===== src/rtl/mixmul_pkg.sv =====
`timescale 1ns/1ps
package mixmul_pkg;

    // Default operand and extension widths
    localparam int unsigned MM_OP_W  = 16;
    localparam int unsigned MM_EXT_W = 4;

    // Destination of the product
    typedef enum logic {
        DST_ACC  = 1'b0,
        DST_WORD = 1'b1
    } dst_e;

    // Condition flags, most significant first
    typedef struct packed {
        logic lim;
        logic ext;
        logic unn;
        logic neg;
        logic zero;
        logic ovf;
    } ccr_t;

    localparam int unsigned CCR_W = $bits(ccr_t);

    // True when every bit of a 5-bit top slice is equal
    function automatic logic slice_uniform(input logic [4:0] s);
        return (&s) | ~(|s);
    endfunction

endpackage


===== src/rtl/mixmul_stage.sv =====
`timescale 1ns/1ps
module mixmul_stage #(
    parameter int unsigned W = 8
) (
    input  logic         clk,
    input  logic         rst,
    input  logic         vin,
    input  logic [W-1:0] din,
    output logic         vout,
    output logic [W-1:0] dout
);

    always_ff @(posedge clk) begin
        if (rst) begin
            vout <= 1'b0;
            dout <= '0;
        end else begin
            vout <= vin;
            if (vin) begin
                dout <= din;
            end
        end
    end


    valid_pipe_chk: assert property (@(posedge clk) disable iff (rst)
        1'b1 |=> vout == $past(vin));


    data_hold_chk: assert property (@(posedge clk) disable iff (rst)
        !vin |=> $stable(dout));

endmodule


===== src/rtl/mixmul_core.sv =====
`timescale 1ns/1ps
module mixmul_core #(
    parameter int unsigned OP_W  = 16,
    parameter int unsigned EXT_W = 4,
    localparam int unsigned ACC_W = EXT_W + 2*OP_W
) (
    input  logic             clk,
    input  logic             rst,
    input  logic [OP_W-1:0]  s1,
    input  logic [OP_W-1:0]  s2,
    output logic [ACC_W-1:0] acc
);

    localparam int unsigned PW = 2*OP_W + 2;

    logic signed [OP_W:0]    a_ext;
    logic signed [OP_W:0]    b_ext;
    logic signed [PW-1:0]    prod;
    logic signed [ACC_W-1:0] prod_wide;

    // signed operand: copy the sign; unsigned operand: prepend zero
    assign a_ext     = {s1[OP_W-1], s1};
    assign b_ext     = {1'b0, s2};
    assign prod      = a_ext * b_ext;
    assign prod_wide = ACC_W'(prod);
    assign acc       = {prod_wide[ACC_W-2:0], 1'b0};

    // product is negative exactly when s1 is negative and s2 is nonzero
    sign_of_product_chk: assert property (@(posedge clk) disable iff (rst)
        acc[ACC_W-1] == (s1[OP_W-1] && (s2 != '0)));

endmodule


===== src/rtl/mixmul_flags.sv =====
`timescale 1ns/1ps
module mixmul_flags
    import mixmul_pkg::*;
#(
    parameter int unsigned OP_W  = 16,
    parameter int unsigned EXT_W = 4,
    localparam int unsigned ACC_W = EXT_W + 2*OP_W
) (
    input  logic             clk,
    input  logic             rst,
    input  logic [ACC_W-1:0] acc,
    input  dst_e             dst,
    output logic [OP_W-1:0]  word,
    output ccr_t             flags
);

    localparam int unsigned TOPB = 2*OP_W - 1;

    logic [4:0] top_slice;
    logic       ext_used;
    logic       unnorm;

    assign word      = acc[TOPB -: OP_W];
    assign top_slice = acc[ACC_W-1 -: 5];
    assign ext_used  = ~slice_uniform(top_slice);
    assign unnorm    = (acc[TOPB] == acc[TOPB-1]);

    always_comb begin
        flags     = '0;
        flags.unn = unnorm;
        if (dst == DST_WORD) begin
            flags.neg  = word[OP_W-1];
            flags.zero = (word == '0);
            flags.ovf  = ext_used;
            flags.lim  = ext_used;
        end else begin
            flags.neg  = acc[ACC_W-1];
            flags.zero = (acc == '0);
            flags.ext  = ext_used;
        end
    end

    // an overflow on a word destination means the stored sign is wrong
    sign_loss_chk: assert property (@(posedge clk) disable iff (rst)
        (dst == DST_WORD && flags.ovf) |-> (word[OP_W-1] != acc[ACC_W-1]));

endmodule


===== src/rtl/mixmul_unit.sv =====
`timescale 1ns/1ps
module mixmul_unit
    import mixmul_pkg::*;
#(
    parameter int unsigned OP_W   = MM_OP_W,
    parameter int unsigned EXT_W  = MM_EXT_W,
    parameter int unsigned IN_REG = 1,
    localparam int unsigned ACC_W = EXT_W + 2*OP_W
) (
    input  logic             clk,
    input  logic             rst,
    input  logic             in_valid,
    input  logic [OP_W-1:0]  in_s1,
    input  logic [OP_W-1:0]  in_s2,
    input  logic             in_dst,
    output logic             out_valid,
    output logic [ACC_W-1:0] out_acc,
    output logic [OP_W-1:0]  out_word,
    output logic [CCR_W-1:0] out_flags
);

    localparam int unsigned IN_W  = 2*OP_W + 1;
    localparam int unsigned OUT_W = ACC_W + OP_W + CCR_W;

    logic [IN_W-1:0]  req_d;
    logic [IN_W-1:0]  req_q;
    logic             req_v;
    logic [OP_W-1:0]  s1_q;
    logic [OP_W-1:0]  s2_q;
    dst_e             dst_q;
    logic [ACC_W-1:0] acc_c;
    logic [OP_W-1:0]  word_c;
    ccr_t             flags_c;
    logic [OUT_W-1:0] res_d;
    logic [OUT_W-1:0] res_q;

    assign req_d = {in_dst, in_s1, in_s2};

    generate
        if (IN_REG != 0) begin : g_in_reg
            mixmul_stage #(.W(IN_W)) u_in_stage (
                .clk (clk),
                .rst (rst),
                .vin (in_valid),
                .din (req_d),
                .vout(req_v),
                .dout(req_q)
            );
        end else begin : g_in_pass
            assign req_v = in_valid;
            assign req_q = req_d;
        end
    endgenerate

    assign dst_q = dst_e'(req_q[IN_W-1]);
    assign s1_q  = req_q[2*OP_W-1 -: OP_W];
    assign s2_q  = req_q[OP_W-1:0];

    mixmul_core #(.OP_W(OP_W), .EXT_W(EXT_W)) u_core (
        .clk(clk),
        .rst(rst),
        .s1 (s1_q),
        .s2 (s2_q),
        .acc(acc_c)
    );

    mixmul_flags #(.OP_W(OP_W), .EXT_W(EXT_W)) u_flags (
        .clk  (clk),
        .rst  (rst),
        .acc  (acc_c),
        .dst  (dst_q),
        .word (word_c),
        .flags(flags_c)
    );

    assign res_d = {acc_c, word_c, flags_c};

    mixmul_stage #(.W(OUT_W)) u_out_stage (
        .clk (clk),
        .rst (rst),
        .vin (req_v),
        .din (res_d),
        .vout(out_valid),
        .dout(res_q)
    );

    assign out_acc   = res_q[OUT_W-1 -: ACC_W];
    assign out_word  = res_q[CCR_W +: OP_W];
    assign out_flags = res_q[CCR_W-1:0];

    ccr_t seen;
    assign seen = ccr_t'(out_flags);


    zero_word_chk: assert property (@(posedge clk) disable iff (rst)
        seen.zero |-> (out_word == '0));


    unnorm_word_chk: assert property (@(posedge clk) disable iff (rst)
        seen.unn |-> (out_word[OP_W-1] == out_word[OP_W-2]));

endmodule


===== config.mk =====
export PLATFORM = sky130hd
export DESIGN_NAME = mixmul_unit
export DESIGN_NICKNAME = d
export VERILOG_FILES = /design/src/rtl/mixmul_pkg.sv /design/src/rtl/mixmul_stage.sv /design/src/rtl/mixmul_core.sv /design/src/rtl/mixmul_flags.sv /design/src/rtl/mixmul_unit.sv
export SDC_FILE = /design/constraint.sdc
export NUM_CORES = 1
export LEC_CHECK = 0
export ABC_AREA = 1
export BUFFER_PORTS_ARGS = -buffer_cell sky130_fd_sc_hd__buf_2
export CAP_MARGIN = 20
export CELL_PAD_IN_SITES_DETAIL_PLACEMENT = 0
export CELL_PAD_IN_SITES_GLOBAL_PLACEMENT = 1
export CORE_MARGIN = 10
export CORE_UTILIZATION = 25
export CTS_CLUSTER_DIAMETER = 40
export DETAILED_ROUTE_END_ITERATION = 8
export GPL_ROUTABILITY_DRIVEN = 0
export PLACE_DENSITY = 0.5
export SLEW_MARGIN = 25
export SYNTH_ARGS = -nofsm -noshare
export SYNTH_HDL_FRONTEND = slang
export SYNTH_SLANG_ARGS = --single-unit

===== constraint.sdc =====
create_clock -name clk -period 17 [get_ports clk]
set_clock_uncertainty 0.05 [all_clocks]
set_input_delay 3.4 -clock clk [delete_from_list [all_inputs] [get_ports clk]]
set_output_delay 3.4 -clock clk [all_outputs]
set_load 0.005 [all_outputs]

==> impl_metrics.py <==
metrics = {
    "layout": {
        "utilization_pct": 27.6,
        "finalNetCount": 2232,
        "fin_area_mm2": 0.0142,
        "diodes": 0,
        "syn_to_final_growth_pct": 9.31,
        "mostFrequentLayoutCell": "inv_1",
        "most-common-layout-cells": "512 x inv_1, 499 x nand2_1, 194 x fa_1, 141 x nor2_1, 123 x ha_1",
        "layout-drive-gt1-share_pct": 8.60,
    },
    "sta": {
        "fin_ws_ns": 10.33,
        "fmax_mhz": 150,
        "finalSetupViolCount": 0,
        "holdWs_ns": 0.430,
        "tns_ns": 0,
        "period_needed_ns": 6.67,
        "drv_slew": 0,
        "slew_headroom_pct": 32.6,
        "hold_viol": 0,
        "finalCritPeriodShare_pct": 39.2,
        "tightest_slew_ns": 1.01,
        "rsz0062_at_grt": "false",
    },
    "yosys": {
        "synth_seq_cells": 73,
        "synth_cell_types": 34,
        "async_reset_ff_share_pct": 0,
        "yosysWarnings": 0,
        "syn_area_mm2": 0.0130,
        "synth.avg_cell_area_um2": 6.93,
        "syn_inst": 1871,
        "ys_seq_area_share_pct": 11.3,
        "synth-edff-count": 0,
        "syn_nets": 2224,
        "yosys_most_used_dff": "dfxtp_1",
    },
    "floorplanning": {
        "initial_utilization_pct": 25.3,
        "core.rowCount": 83,
        "io_pins": 95,
        "die-area_mm2": 0.0614,
        "dieHeight_um": 248,
        "dieWidth_um": 248,
        "core_mm2": 0.0513,
    },
    "route": {
        "dr.pass1.iters": 6,
        "drt_wl_total_um": 42000,
        "ant_nets": 0,
        "viasPerCell": 4.13,
        "num_vias": 10600,
        "drc": 0,
        "wl_per_cell_um": 16.4,
        "drtIter0Drc": 472,
    },
    "worst_setup_path": {
        "worstPathMaxFanout": 17,
        "cp-end-kind": "flop",
        "critPathArrivalTime_ns": 6.95,
        "slowest_stage": "dfxtp_1",
        "timing.critical_path.mode_cell": "inv_1",
        "required_ns": 17.29,
        "startpoint_type": "flop",
        "max_stage_delay_ns": 0.98,
        "worstSetupPathType": "reg2reg",
    },
    "power": {
        "ir_worst_vdd_uv": 63.4,
        "p_int_mw": 0.515,
        "swShare_pct": 51.7,
        "p_clk_share_pct": 18.9,
        "p_switching_mw": 0.552,
        "p_leak_nw": 8.58,
        "pwr-share-comb_pct": 60.2,
        "pwr-share-seq_pct": 20.8,
        "p_per_area_mw_per_mm2": 75.3,
    },
    "global_route": {
        "grt_antenna_before_repair": 1,
        "grt_util_all_layers_pct": 14.4,
        "grt_pass1_wl_um": 67900,
        "gr-total-overflow": 0,
        "grt_max_degree": 51,
        "grt_pass1_vias": 11700,
    },
    "run": {
        "cap_violations": 0,
    },
    "cts": {
        "root_buffer": "clkbuf_16",
        "cts_hold_buf": 0,
        "clock-sinks": 73,
        "htreeDepth": 3,
        "numCtsBuffers": 9,
        "insertion_delay_ns": 0.39,
        "clk_path_buf_depth": 2,
        "cts_resized": 0,
        "post-cts-setup-buffers": 0,
        "cts.clk_slew.worst_paths_ns": 0.07,
        "cts_tree": "done",
    },
    "place": {
        "io_buffers": 93,
        "place_area_mm2": 0.0139,
        "dp_slack_ns": 10.30,
        "hpwl_um": 34100,
    },
    "status": {
        "status": "finished, final reports clean",
    },
    "hold_path": {
        "min_path_type": "reg2reg",
    },
}
## cell families (layout without fill, tap and decap cells)
| family | after synthesis | after routing | share of synthesized area [%] |
|---|---|---|---|
| AND/OR/NAND/NOR | 742 | 742 | 23.3 |
| buffers and inverters | 630 | 643 | 18.8 |
| adder cells (fa/ha/maj) | 317 | 317 | 41.8 |
| AO/OA/AOI/OAI | 97 | 97 | 4.03 |
| flip-flops | 73 | 73 | 11.3 |
| XOR/XNOR | 11 | 11 | 0.743 |
| other | 1 | 1 | 0.0289 |
## cell type report
type,count,area (um^2)
Clock inverter,6,48.8
Clock buffer,10,239
Inverter,523,1960
Sequential cell,73,1460
Tap cell,680,851
Multi-Input combinational cell,1168,9060
Fill cell,5809,37100
Timing Repair Buffer,104,548
## critical path, delay by kind of cell (launching register included)
kind / cells / cell delay (ns)
flops: 1 / 0.98
buf+inv: 8 / 0.43
fa+ha+maj: 7 / 3.43
xor+xnor: 1 / 0.36
simple gates: 12 / 1.34
## flip-flops by register name, summed over array words and instances (netlist names)
register and count:
g_in_reg.u_in_stage.vout 1, u_out_stage.dout 38, u_out_stage.vout 1, g_in_reg.u_in_stage.dout 33
## layer usage
layer  track usage [%]  up-vias  wire length (um)
met3              2.42       27              1680
met2              22.9      188             18600
met5                 0        -                 0
met4              3.08        0               582
li1                  -     5332                 -
met1              20.1     5039             21100
## path summary, 6_finish.rpt
path / from / end / slack [ns] / depth (start not counted)
hold / removal: u_out_stage.dout[54] / u_out_stage.dout[54] / 0.43 / 2
setup reg to reg: g_in_reg.u_in_stage.dout[23] / u_out_stage.dout[1] / 10.33 / 28
setup / recovery: g_in_reg.u_in_stage.dout[23] / u_out_stage.dout[1] / 10.33 / 28
hold reg to reg: u_out_stage.dout[54] / u_out_stage.dout[54] / 0.43 / 2
## power groups by stage
stage / logic [mW] / registers, mW / clock network (mW)
after detailed placement: 0.650 / 0.227 / 0
final: 0.643 / 0.222 / 0.202
after global placement: 0.655 / 0.227 / 0
after global routing: 0.746 / 0.226 / 0.217
after floorplan: 0.462 / 0.197 / 0
after CTS: 0.661 / 0.223 / 0.212
## through the flow
step           std cells  total power, mW
3_5_place_dp        2548            0.877
2_1_floorplan       1871            0.659
3_3_place_gp        2548            0.882
6_report            2564             1.07
4_1_cts             2564             1.10
5_1_grt             2564             1.19
## synth_stat cells, types with 7 or more instances
cell type,n,area (um^2)
buf_4,21,158
o21ai_0,56,280
nand2_1,499,1870
fa_1,194,3880
nand2_2,13,81.3
dfxtp_1,73,1460
nand4_1,13,81.3
o211ai_1,12,90.1
a21oi_1,25,125
nor2_1,141,529
clkbuf_1,84,315
inv_1,513,1930
inv_2,7,26.3
ha_1,123,1540
nor2_2,8,50.1
nand3_1,45,225
Note: power is estimated with default switching activity, not from simulation.
